$ cat src/rtl/wdt_pkg.sv
package wdt_pkg;

    localparam int NUM_SLOTS = 5;
    localparam int SLOT_CTRL = 0;
    localparam int SLOT_CNT  = 1;
    localparam int SLOT_LOAD = 2;
    localparam int SLOT_TRIG = 3;
    localparam int SLOT_KEY  = 4;

    localparam logic [7:0] OFS_ID     = 8'h00;
    localparam logic [7:0] OFS_CTRL   = 8'h24;
    localparam logic [7:0] OFS_CNT    = 8'h28;
    localparam logic [7:0] OFS_LOAD   = 8'h2C;
    localparam logic [7:0] OFS_TRIG   = 8'h30;
    localparam logic [7:0] OFS_STATUS = 8'h34;
    localparam logic [7:0] OFS_KEY    = 8'h48;

    localparam logic [31:0] KEY_RUN_A  = 32'h0000_BBBB;
    localparam logic [31:0] KEY_RUN_B  = 32'h0000_4444;
    localparam logic [31:0] KEY_HALT_A = 32'h0000_AAAA;
    localparam logic [31:0] KEY_HALT_B = 32'h0000_5555;

    localparam logic [31:0] CTRL_MASK = 32'h0000_003C;

    typedef enum logic [1:0] {
        KS_STOPPED,
        KS_STOP_ARMED,
        KS_RUNNING,
        KS_RUN_ARMED
    } key_state_e;

    function automatic logic [7:0] slot_offset(input int idx);
        logic [7:0] ofs;
        unique case (idx)
            SLOT_CTRL: ofs = OFS_CTRL;
            SLOT_CNT:  ofs = OFS_CNT;
            SLOT_LOAD: ofs = OFS_LOAD;
            SLOT_TRIG: ofs = OFS_TRIG;
            default:   ofs = OFS_KEY;
        endcase
        return ofs;
    endfunction

endpackage

$ cat src/rtl/wdt_post_slot.sv
// One posted-write staging slot: holds a written word until LATENCY ticks pass.
module wdt_post_slot #(
    parameter int DATA_W  = 32,
    parameter int LATENCY = 2
) (
    input  logic              clk,
    input  logic              rst_n,
    input  logic              tick_en,
    input  logic              wr,
    input  logic [DATA_W-1:0] wdata,
    output logic              pending,
    output logic              commit,
    output logic [DATA_W-1:0] staged
);
    localparam int CW = $clog2(LATENCY + 1);
    localparam logic [CW-1:0] LAST = CW'(LATENCY - 1);

    logic [CW-1:0] tick_cnt;

    assign commit = pending && tick_en && (tick_cnt == LAST) && !wr;

    always_ff @(posedge clk or negedge rst_n) begin
        if (!rst_n) begin
            pending  <= 1'b0;
            tick_cnt <= '0;
            staged   <= '0;
        end else if (wr) begin
            pending  <= 1'b1;
            tick_cnt <= '0;
            staged   <= wdata;
        end else if (pending && tick_en) begin
            if (tick_cnt == LAST) begin
                pending  <= 1'b0;
                tick_cnt <= '0;
            end else begin
                tick_cnt <= tick_cnt + CW'(1);
            end
        end
    end
endmodule

$ cat src/rtl/wdt_key_fsm.sv
// Two-word key sequence state machine deciding the run state.
module wdt_key_fsm
    import wdt_pkg::*;
(
    input  logic        clk,
    input  logic        rst_n,
    input  logic        key_commit,
    input  logic [31:0] key_word,
    output logic        running,
    output key_state_e  state
);
    key_state_e state_q, state_d;

    always_ff @(posedge clk or negedge rst_n) begin
        if (!rst_n) state_q <= KS_STOPPED;
        else        state_q <= state_d;
    end

    always_comb begin
        state_d = state_q;
        if (key_commit) begin
            unique case (state_q)
                KS_STOPPED:
                    if (key_word == KEY_RUN_A) state_d = KS_STOP_ARMED;
                KS_STOP_ARMED:
                    if (key_word == KEY_RUN_B)      state_d = KS_RUNNING;
                    else if (key_word != KEY_RUN_A) state_d = KS_STOPPED;
                KS_RUNNING:
                    if (key_word == KEY_HALT_A) state_d = KS_RUN_ARMED;
                KS_RUN_ARMED:
                    if (key_word == KEY_HALT_B)      state_d = KS_STOPPED;
                    else if (key_word != KEY_HALT_A) state_d = KS_RUNNING;
            endcase
        end
    end

    always_comb begin
        state   = state_q;
        running = (state_q == KS_RUNNING) || (state_q == KS_RUN_ARMED);
    end
endmodule

$ cat src/rtl/wdt_prescaler.sv
// Divides the tick by 2^exp when enabled; produces count ticks while running.
module wdt_prescaler #(
    parameter int EXP_W = 3
) (
    input  logic             clk,
    input  logic             rst_n,
    input  logic             tick_en,
    input  logic             active,
    input  logic             pre_en,
    input  logic [EXP_W-1:0] exp_sel,
    output logic             count_tick
);
    localparam int DIV_W = (1 << EXP_W) - 1;

    logic [DIV_W-1:0] div_cnt;
    logic [DIV_W-1:0] limit;

    assign limit      = (DIV_W'(1) << exp_sel) - DIV_W'(1);
    assign count_tick = active && tick_en && (!pre_en || (div_cnt >= limit));

    always_ff @(posedge clk or negedge rst_n) begin
        if (!rst_n)          div_cnt <= '0;
        else if (!active)    div_cnt <= '0;
        else if (tick_en) begin
            if (count_tick)  div_cnt <= '0;
            else             div_cnt <= div_cnt + DIV_W'(1);
        end
    end
endmodule

$ cat src/rtl/wdog_keyed_timer.sv
module wdog_keyed_timer
    import wdt_pkg::*;
#(
    parameter int          ADDR_W     = 8,
    parameter int          LATENCY    = 2,
    parameter int          RST_CYCLES = 4,
    parameter logic [3:0]  REV_MAJOR  = 4'd3,
    parameter logic [3:0]  REV_MINOR  = 4'd1
) (
    input  logic              clk,
    input  logic              rst_n,
    input  logic              tick_en,
    input  logic              wr_en,
    input  logic [ADDR_W-1:0] addr,
    input  logic [31:0]       wdata,
    output logic [31:0]       rdata,
    output logic              rst_req
);
    localparam int EXP_W = 3;
    localparam int PW    = $clog2(RST_CYCLES + 1);

    logic [NUM_SLOTS-1:0] wr_slot, pend, commit;
    logic [31:0]          staged [NUM_SLOTS];

    for (genvar g = 0; g < NUM_SLOTS; g++) begin : g_slot
        assign wr_slot[g] = wr_en && (addr == ADDR_W'(slot_offset(g)));
        wdt_post_slot #(.DATA_W(32), .LATENCY(LATENCY)) u_slot (
            .clk     (clk),
            .rst_n   (rst_n),
            .tick_en (tick_en),
            .wr      (wr_slot[g]),
            .wdata   (wdata),
            .pending (pend[g]),
            .commit  (commit[g]),
            .staged  (staged[g])
        );
    end

    logic [31:0] ctrl_q, counter_q, load_q, trig_q, key_q;
    logic        running, count_tick, trig_reload, overflow_ev;
    logic [PW-1:0] pulse_q;
    key_state_e  key_state;

    wdt_key_fsm u_key (
        .clk        (clk),
        .rst_n      (rst_n),
        .key_commit (commit[SLOT_KEY]),
        .key_word   (staged[SLOT_KEY]),
        .running    (running),
        .state      (key_state)
    );

    wdt_prescaler #(.EXP_W(EXP_W)) u_pre (
        .clk        (clk),
        .rst_n      (rst_n),
        .tick_en    (tick_en),
        .active     (running),
        .pre_en     (ctrl_q[5]),
        .exp_sel    (ctrl_q[4:2]),
        .count_tick (count_tick)
    );

    assign trig_reload = commit[SLOT_TRIG] && (staged[SLOT_TRIG] != trig_q);
    assign overflow_ev = count_tick && (counter_q == '1)
                         && !commit[SLOT_CNT] && !trig_reload;

    // Committed register file.
    always_ff @(posedge clk or negedge rst_n) begin
        if (!rst_n) begin
            ctrl_q <= '0;
            load_q <= '0;
            trig_q <= '0;
            key_q  <= '0;
        end else begin
            if (commit[SLOT_CTRL]) ctrl_q <= staged[SLOT_CTRL] & CTRL_MASK;
            if (commit[SLOT_LOAD]) load_q <= staged[SLOT_LOAD];
            if (commit[SLOT_TRIG]) trig_q <= staged[SLOT_TRIG];
            if (commit[SLOT_KEY])  key_q  <= staged[SLOT_KEY];
        end
    end

    // Counter: direct write, then trigger reload, then counting.
    always_ff @(posedge clk or negedge rst_n) begin
        if (!rst_n)                 counter_q <= '0;
        else if (commit[SLOT_CNT])  counter_q <= staged[SLOT_CNT];
        else if (trig_reload)       counter_q <= load_q;
        else if (count_tick) begin
            if (counter_q == '1)    counter_q <= load_q;
            else                    counter_q <= counter_q + 32'd1;
        end
    end

    // Reset-request pulse stretcher.
    always_ff @(posedge clk or negedge rst_n) begin
        if (!rst_n)              pulse_q <= '0;
        else if (overflow_ev)    pulse_q <= PW'(RST_CYCLES);
        else if (pulse_q != '0)  pulse_q <= pulse_q - PW'(1);
    end

    assign rst_req = (pulse_q != '0);

    always_comb begin
        rdata = '0;
        unique case (8'(addr))
            OFS_ID:     rdata = {24'd0, REV_MAJOR, REV_MINOR};
            OFS_CTRL:   rdata = ctrl_q;
            OFS_CNT:    rdata = counter_q;
            OFS_LOAD:   rdata = load_q;
            OFS_TRIG:   rdata = trig_q;
            OFS_STATUS: rdata = {{(32-NUM_SLOTS){1'b0}}, pend};
            OFS_KEY:    rdata = key_q;
            default:    rdata = '0;
        endcase
    end
endmodule

$ cat config.mk
export PLATFORM = sky130hd
export DESIGN_NAME = wdog_keyed_timer
export DESIGN_NICKNAME = d
export VERILOG_FILES = /design/src/rtl/wdt_pkg.sv /design/src/rtl/wdt_post_slot.sv /design/src/rtl/wdt_key_fsm.sv /design/src/rtl/wdt_prescaler.sv /design/src/rtl/wdog_keyed_timer.sv
export SDC_FILE = /design/constraint.sdc
export NUM_CORES = 1
export LEC_CHECK = 0
export ABC_AREA = 1
export BUFFER_PORTS_ARGS = -buffer_cell sky130_fd_sc_hd__buf_2
export CAP_MARGIN = 20
export CORE_ASPECT_RATIO = 1.25
export CORE_MARGIN = 2
export CORE_UTILIZATION = 28
export DETAILED_ROUTE_END_ITERATION = 7
export PLACE_DENSITY = 0.49
export RECOVER_POWER = 25
export SLEW_MARGIN = 20
export SYNTH_ARGS = -nofsm -noshare
export SYNTH_HDL_FRONTEND = slang
export SYNTH_SLANG_ARGS = --single-unit
$ cat constraint.sdc
create_clock -name clk -period 2.9 [get_ports clk]
set_clock_uncertainty 0.15 [all_clocks]
set_input_delay 0.435 -clock clk [delete_from_list [all_inputs] [get_ports clk]]
set_output_delay 0.435 -clock clk [all_outputs]
set_load 0.01 [all_outputs]
==> flow_summary.ini, run 1 <==
[logic_synthesis]
syn_nets = 1991
synth_area_um2 = 14900
syn_avg_cell_area_um2 = 7.68
ys_types = 41
yosys_register_bits = 291
synth_seq_area_share_pct = 49.0
synthCells = 1936
synth_warnings = 0

[floorplanning]
die_area_um2 = 55000
initial_core_util_pct = 28.3
io_pins = 77
die_h_um = 262
core_um2 = 52600
die_x_um = 210
fp-row-count = 94

[sta]
min_period_ns = 2.69
relSlewSlack_pct = -12.1
period_share_pct = 92.8
setup_viol = 0
rsz0062_at_grt = false
final_max_slew_viol_count = 61
finalSetupTns_ns = 0
max_freq_ghz = 0.371
finalHoldViolCount = 0
worstMarginPinSlew_ns = 1.68

[layout]
fin_nets = 2081
area_growth_pct = 17.4
final_layout_size_suffix_gt1_share_pct = 10.9
post-route-util_pct = 33.2
antenna_cells = 0
n_fill_cell = 5541

[outcome]
status = complete, but fails checks
violations = max-capacitance violations, max-slew violations

[clocking]
clock-sinks = 291
cts.clk_slew.worst_paths_ns = 0.06
numCtsBuffers = 31
htreeDepth = 1
cts_resized = 0
cts_tree = done
cts-root-buf = clkbuf_16
post-cts-setup-buffer-count = 0
clk_path_buf_depth = 3
clock_latency_ns = 0.57

[global_routing]
grt_max_degree = 69
antenna_found_initial = 0
track_usage_pct = 17.4
overflow = 0
grt_pass1_wl_mm = 75.2
grt_pass1_vias = 12800

[critical_path]
cpMostUsedCell = buf_2
critPathRequiredTime_ns = 2.32
cp-end-kind = output pin
crit_type = input pin to output pin
critical_path_arrival_ns = 2.11
critical-path-max-stage-delay_ns = 0.42
crit_family = compound AO/OA/AOI/OAI gates
cp_slowest_cell = a221oi_1
worst_setup_path_start_kind = input pin
path_max_fanout = 29
worstPathCellList = buf_2 > or2_1 > nor2_1 > nand2_1 > inv_1 > buf_12 > a221oi_1 > o2111ai_1 > buf_2
worstPathBufferInverterCount = 4

[routing]
via_per_inst = 4.78
drc_errors = 0
post_drt_wl_per_cell_um = 17.3
vias = 13000
drt_iter0_markers = 866
drt_first_pass_iters = 6
ant_nets = 0
wirelength_mm = 47.1

[job]
cap_violations = 1

[power_and_ir_drop]
powerDensity_nw_per_um2 = 751
max-vdd-ir-drop_uv = 469
leakage_nw = 8.43

[placed_design]
io_buffer_count = 76
place.detailed.hpwl_mm = 35.1
globalplace.congestion = 0.907

[min_path]
hold_path.class = input pin to register
-- state kept, by name, indices dropped and copies added (netlist names) --
| signal | count |
|---|---|
| load_q | 32 |
| g_slot.u_slot.tick_cnt | 10 |
| ctrl_q | 4 |
| u_key.state | 2 |
| g_slot.u_slot.pending | 5 |
| counter_q | 32 |
| key_q | 32 |
| u_pre.div_cnt | 7 |
| trig_q | 32 |
| g_slot.u_slot.staged | 132 |
| pulse_q | 3 |
-- cell type report --
| type | instances | area, um^2 | share of cell area (%) |
|---|---|---|---|
| multi-input combinational | 1367 | 6460 | 37.0 |
| clock inverter | 12 | 174 | 0.996 |
| sequential | 291 | 7280 | 41.7 |
| timing repair buffer | 143 | 1070 | 6.11 |
| inverter | 192 | 726 | 4.16 |
| tap | 672 | 841 | 4.82 |
| clock buffer | 43 | 901 | 5.16 |
-- what timing repair did --
item | CTS | global route
setup endpoints to repair | 0 | 0
hold buffers | 28 | 0
hold endpoints to repair | 84 | 0
-- where the power goes --
group	total [W]	leakage [nW]	internal (W)	switching, W
combinational	0.00309	4.15	0.00118	0.00191
clock	0.00421	0.530	0.00252	0.00169
sequential	0.00582	3.75	0.00490	0.000917
-- per-layer routing --
layer | GRT usage (%) | wire [um]
met1 | 24.4 | 22400
met2 | 28.6 | 22100
met3 | 1.37 | 1540
met4 | 5.50 | 1160
met5 | 0 | 0
-- through the flow --
step / cells / worst slack, ns / hold WS [ns] / power (W) / cell area (um^2)
floorplan: 1936 / 0.641 / -0.0106 / 0.00775 / 14900
global placement: 2637 / 0.189 / 0.277 / 0.00890 / 16100
detailed placement: 2637 / 0.183 / 0.268 / 0.00895 / 16100
CTS: 2720 / 0.177 / 0.00398 / 0.0133 / 17500
global route: 2720 / 0.0402 / 0.0413 / 0.0140 / 17500
finish: 2720 / 0.208 / 0.0290 / 0.0131 / 17500
-- cells in the mapped netlist (all sizes together) --
library cell / instances / area, um^2
clkbuf: 43 / 161
a32o: 1 / 10.0
ha: 11 / 138
nand3b: 5 / 37.5
nand3: 112 / 566
nand2: 713 / 2720
a221oi: 3 / 26.3
o21bai: 1 / 7.51
nand4: 41 / 272
nor4: 12 / 75.1
clkinv: 2 / 12.5
buf: 43 / 253
a21oi: 16 / 80.1
xnor2: 26 / 228
o211ai: 1 / 7.51
or2: 28 / 175
nor3: 20 / 133
inv: 190 / 713
o21ai: 225 / 1130
dfrtp: 291 / 7280
xor2: 19 / 166
and3b: 1 / 8.76
o2111ai: 26 / 228
a211oi: 2 / 15.0
o22ai: 5 / 31.3
nor2: 99 / 404
-- kinds of logic (layout without fill, tap and decap cells) --
logic type / count (synthesis) / count (layout) / share of synthesized area (%)
AO/OA/AOI/OAI: 280 / 280 / 10.3
XOR/XNOR: 45 / 45 / 2.65
adder cells (fa/ha/maj): 11 / 11 / 0.925
buffers and inverters: 278 / 390 / 7.66
flip-flops: 291 / 291 / 49.0
AND/OR/NAND/NOR: 1031 / 1031 / 29.5
-- worst reg2reg max path, delay by kind of cell, from the launching register on --
kind / cells / cell delay [ns]
simple gates: 8 / 0.91
flops: 1 / 0.45
compound gates: 3 / 0.37
buf+inv: 2 / 0.30
fa+ha+maj: 1 / 0.27
-- worst paths after layout --
kind	endpoint	slack, ns	from	cells after the start
worst max-delay path	rdata[3]	0.21	addr[7]	9
worst min-delay path	g_slot[0].u_slot.staged[3]	0.03	wdata[3]	3
worst max register to register	counter_q[24]	0.35	ctrl_q[3]	14
worst min register to register	load_q[31]	0.32	g_slot[2].u_slot.staged[31]	2
max in group asynchronous	load_q[4]	0.37	rst_n	3
min in group asynchronous	g_slot[3].u_slot.staged[4]	0.69	rst_n	2
-- cell usage in the layout (no fill, tap or decap), drive strengths merged, types with 3 or more instances in the layout --
cell | Yosys | final
ha | 11 | 11
a21oi | 16 | 16
o21ai | 225 | 225
nor2 | 99 | 99
buf | 43 | 112
inv | 190 | 192
clkbuf | 43 | 46
nor4 | 12 | 12
xor2 | 19 | 19
dfrtp | 291 | 291
nand3 | 112 | 112
nand4 | 41 | 41
xnor2 | 26 | 26
o2111ai | 26 | 26
dlygate4sd3 | 0 | 28
clkinv | 2 | 7
bufinv | 0 | 4
nor3 | 20 | 20
or2 | 28 | 28
a221oi | 3 | 3
o22ai | 5 | 5
nand2 | 713 | 713
nand3b | 5 | 5
No activity file was read; power rests on OpenSTA's default activity.
==> run 2, diff against run 1 <==
SYNTH_HIERARCHICAL = 1   (was default)
==> run 2 against run 1 <==
  * The flow still finishes with violations (max-capacitance violations, max-slew violations)
  * Hold slack got worse by 0.0099 ns
  * Largest cell class unchanged
  * Area after synthesis is 5.6% higher
  * Synthesized cell count increased by 4.6%
  * Sequential cell count unchanged
  * First-iteration DRC count is 3.7% lower
  * Global-route usage increased by 0.24 points
==> flow_summary.ini, run 2 <==
[critical_path]
regToRegSetupSlack_ns = 0.41
worst_setup_path_start_kind = input pin
critPathRequiredTime_ns = 2.32
reg2reg_depth = 13
cp-end-kind = output pin
path_max_fanout = 6
critical_path_arrival_ns = 2.18
crit_type = input pin to output pin

[global_routing]
grt_pass1_vias = 13500
track_usage_pct = 17.6
antenna_found_initial = 0
overflow = 0
grt_max_degree = 84
grt_pass1_wl_mm = 79.3

[layout]
fin_nets = 2160
fin_area_um2 = 18200
layout_common_cells = 833 x nand2_1, 291 x dfrtp_1, 155 x nand3_1
largest_reg_flops = 132
antenna_cells = 0
final_layout_size_suffix_gt1_share_pct = 15.5
largest_register = g_slot.u_slot/staged
mostFrequentLayoutCell = nand2_1
n_fill_cell = 5887
area_growth_pct = 15.8
post-route-util_pct = 32.7

[floorplanning]
fp-row-count = 97
die_h_um = 269
io_pins = 77
initial_core_util_pct = 28.2
die_area_um2 = 58000
core_um2 = 55700
die_x_um = 216

[routing]
drt_first_pass_iters = 5
post_drt_wl_per_cell_um = 17.5
via_per_inst = 4.63
wirelength_mm = 50.2
drc_errors = 0
ant_nets = 0
drt_iter0_markers = 834
vias = 13300

[sta]
rsz0062_at_grt = false
final_max_slew_viol_count = 52
worstMarginPinSlew_ns = 1.58
period_share_pct = 95.5
max_freq_ghz = 0.361
setup_viol = 0
relSlewSlack_pct = -5.20
min_period_ns = 2.77
finalHoldViolCount = 0

[placed_design]
place_area_um2 = 16900
globalplace.congestion = 0.877
place.detailed.hpwl_mm = 35.3
io_buffer_count = 76

[min_path]
hold_path.class = input pin to register
hold-path-cell-count = 3

[logic_synthesis]
syn_avg_cell_area_um2 = 7.75
synth_area_um2 = 15700
synth_warnings = 6
synthCells = 2026
syn_nets = 2081

[clocking]
clk_path_buf_depth = 3
htreeDepth = 2
cts_tree = done
cts-root-buf = clkbuf_16
clock_latency_ns = 0.56
numCtsBuffers = 35
cts.clk_slew.worst_paths_ns = 0.06
clock-sinks = 291

[power_and_ir_drop]
power_w = 0.0103
leakage_nw = 9.25
max-vdd-ir-drop_uv = 375
powerDensity_nw_per_um2 = 566

[job]
cap_violations = 1

[outcome]
status = complete, but fails checks
violations = max-capacitance violations, max-slew violations
-- run 2: repair_timing --
action	CTS	global route
buffers inserted	0	0
endpoints found under the setup margin	0	1
hold endpoints to repair	74	0
hold buffers	11	0
gates resized for setup	0	1
-- run 2: routing by layer --
layer	vias up	track usage, %	wire length [um]
met5	-	0	0
met2	276	30.5	24400
met4	0	5.61	1420
met1	6412	22.4	22200
li1	6548	-	-
met3	70	2.91	2280
-- run 2: area by class of cell --
| cell class | count | area (um^2) | area share (%) |
|---|---|---|---|
| inverters | 154 | 616 | 3.38 |
| clock buffers | 46 | 988 | 5.43 |
| flip-flops and latches | 291 | 7280 | 40.0 |
| multi-input cells | 1491 | 7210 | 39.6 |
| repair buffers | 132 | 978 | 5.38 |
| well taps | 742 | 928 | 5.10 |
| clock inverters | 16 | 186 | 1.02 |
-- run 2: critical path, cell delays in order --
cell      delay, ns
buf_2          0.10
inv_1          0.12
nand2_1        0.11
nor3b_1        0.32
nand2_2        0.19
buf_4          0.21
o22ai_1        0.20
nor2_1         0.09
o221ai_1       0.19
buf_2          0.23
-- run 2: final timing paths --
path,from,end
hold / removal,wdata[20],g_slot[3].u_slot/staged[20]
setup reg to reg,counter_q[1],counter_q[9]
hold reg to reg,g_slot[0].u_slot/staged[4],ctrl_q[4]
max in group asynchronous,rst_n,load_q[20]
setup / recovery,addr[5],rdata[3]
min in group asynchronous,rst_n,g_slot[0].u_slot/staged[5]
-- run 2: through the flow --
step	setup WS (ns)	setup TNS [ns]	hold slack (ns)	instances
4_1_cts	0.0988	0	0.00122	2872
3_5_place_dp	0.0968	0	0.263	2799
5_1_grt	0.0138	0	0.00687	2872
6_report	0.131	0	0.0191	2872
2_1_floorplan	-0.00358	-0.0629	-0.0106	2026
3_3_place_gp	0.0944	0	0.262	2799
-- run 2: where the power goes --
group / total, W / switching (W) / internal (W)
sequential: 0.00468 / 0.000270 / 0.00441
clock: 0.00454 / 0.00185 / 0.00269
combinational: 0.00108 / 0.000708 / 0.000372
total: 0.0103 / 0.00283 / 0.00747
==> run 3, diff against run 2 <==
clock period = 3.4 ns   (was 2.9 ns; I/O delays follow)
==> run 3 against run 2 <==
  * The flow still finishes with violations (max-capacitance violations, max-slew violations)
  * Clock power shrank 15%
  * Die area is the same
  * Sequential share of layout area grew 0.44 points
  * Combinational power shrank 16%
  * Wire length shrank 1.8%
  * Global-route usage shrank 0.23 points
  * Register-to-register slack gained 0.20 ns
==> flow_summary.ini, run 3 (synthesis gave the netlist of run 2 again) <==
[job]
cap_violations = 1

[clocking]
clk_path_buf_depth = 3
cts_tree = done
cts.clk_slew.worst_paths_ns = 0.06
htreeDepth = 2
numCtsBuffers = 35
clock_latency_ns = 0.55
cts-root-buf = clkbuf_16
post-cts-setup-buffer-count = 0
clock-sinks = 291

[critical_path]
path_depth = 9
reg2reg_depth = 12
worst_setup_path_start_kind = input pin
worstReg2RegEnd = counter_q[31]
critical_path_arrival_ns = 2.55
crit_type = input pin to output pin
endpoint = rdata[1]
cp_slowest_cell = nor3_1
rr_startpoint = ctrl_q[3]
worstPathCellList = buf_2 > or2_2 > nor3_1 > nand2_1 > buf_4 > inv_1 > nand2_1 > o211ai_1 > buf_2
crit_family = simple AND/OR/NAND/NOR gates
cp-end-kind = output pin
critical-path-max-stage-delay_ns = 0.49
worstPathBufferInverterCount = 4
path_max_fanout = 27
critPathRequiredTime_ns = 2.74
regToRegSetupSlack_ns = 0.61
cp-startpoint = addr[7]

[global_routing]
antenna_found_initial = 1
grt_pass1_wl_mm = 78.4
grt_pass1_vias = 13400
track_usage_pct = 17.4
grt_max_degree = 66
overflow = 0

[sta]
timing.hold.ws_ns = 0.0863
rsz0062_at_grt = false
final_max_slew_viol_count = 64
period_share_pct = 94.5
finalHoldViolCount = 0
finalSetupTns_ns = 0
relSlewSlack_pct = -28.5
worstMarginPinSlew_ns = 1.93
min_period_ns = 3.21
setup_viol = 0
max_freq_ghz = 0.311

[routing]
wirelength_mm = 49.4
drc_errors = 0
via_per_inst = 4.65
post_drt_wl_per_cell_um = 17.3
vias = 13300
ant_nets = 0
drt_first_pass_iters = 5
drt_iter0_markers = 851

[floorplanning]
fp-row-count = 97
die_area_um2 = 58000
initial_core_util_pct = 28.2
die_x_um = 216
core_um2 = 55700
io_pins = 77
die_h_um = 269

[min_path]
hold_path.class = input pin to register
holdCritStartpoint = wdata[24]

[placed_design]
io_buffer_count = 76
dpl.cell_count = 2788
globalplace.congestion = 0.882
place.detailed.hpwl_mm = 35.5

[power_and_ir_drop]
max-vdd-ir-drop_uv = 250
leakage_nw = 9.14
powerDensity_nw_per_um2 = 487

[layout]
final_cells = 2851
final_layout_size_suffix_gt1_share_pct = 14.8
fin_nets = 2139
layout_common_cells = 834 x nand2_1, 291 x dfrtp_1, 155 x nand3_1
largest_reg_flops = 132
largest_register = g_slot.u_slot/staged
area_growth_pct = 14.6
mostFrequentLayoutCell = nand2_1

[outcome]
status = complete, but fails checks
violations = max-capacitance violations, max-slew violations
run 3: cell count changes in the layout (fill, tap and decap cells not counted), sizes merged:
cell / delta
clkbuf: +7
diode: +1
clkinv: -5
clkinvlp: -2
buf: -12
dlygate4sd3: -10
run 3: what timing repair did:
item	in CTS	in global routing
gates resized for setup	0	0
hold buffers	1	0
endpoints found under the hold margin	59	0
run 3: worst reg2reg max path, cell delays in order, from the launching register on:
cell	delay [ns]
dfrtp_1	0.43
nor2_1	0.18
nand2_1	0.07
ha_1	0.28
nand3_1	0.06
nand2_1	0.06
o21ai_1	0.09
a21oi_1	0.71
nor2_4	0.10
buf_4	0.27
a21oi_1	0.21
nand2_1	0.07
nand2_1	0.06
run 3: worst min-delay path by stage:
stage,to,slack (ns),depth (start not counted)
2_1_floorplan,counter_q[0],0.06,0
3_3_place_gp,g_slot[2].u_slot/staged[26],0.30,2
3_5_place_dp,g_slot[1].u_slot/staged[25],0.31,2
4_1_cts,g_slot[1].u_slot/staged[25],0.07,3
5_1_grt,g_slot[4].u_slot/staged[25],0.09,3
6_report,g_slot[1].u_slot/staged[24],0.09,3
run 3: metal layers:
layer / track usage, % / share of wire (%) / vias up
met5: 0 / 0 / -
met4: 6.92 / 3.7 / 0
li1: - / - / 6523
met3: 2.88 / 3.9 / 83
met2: 29.5 / 48 / 265
met1: 22.1 / 45 / 6383
run 3: final cells by class:
type,instances,area (um^2)
repair buffers,111,793
clock inverters,9,143
clock buffers,52,1020
well taps,742,928
inverters,154,616
multi-input cells,1491,7210
fillers,5937,37700
flip-flops and latches,291,7280
diodes,1,2.50
run 3: per-stage QoR:
stage	cell area, um^2	power [W]	util, %	worst slack [ns]
2_1_floorplan	15700	0.00456	-	0.397
3_3_place_gp	16800	0.00496	30.2	0.161
3_5_place_dp	16800	0.00499	30.2	0.117
6_report	18000	0.00876	32.3	0.188
4_1_cts	18000	0.00889	32.3	0.151
5_1_grt	18000	0.00918	32.3	0.0358
run 3: power breakdown:
part           switching (W)  internal [W]
registers           0.000238       0.00376
clock network        0.00153       0.00231
logic               0.000600      0.000310
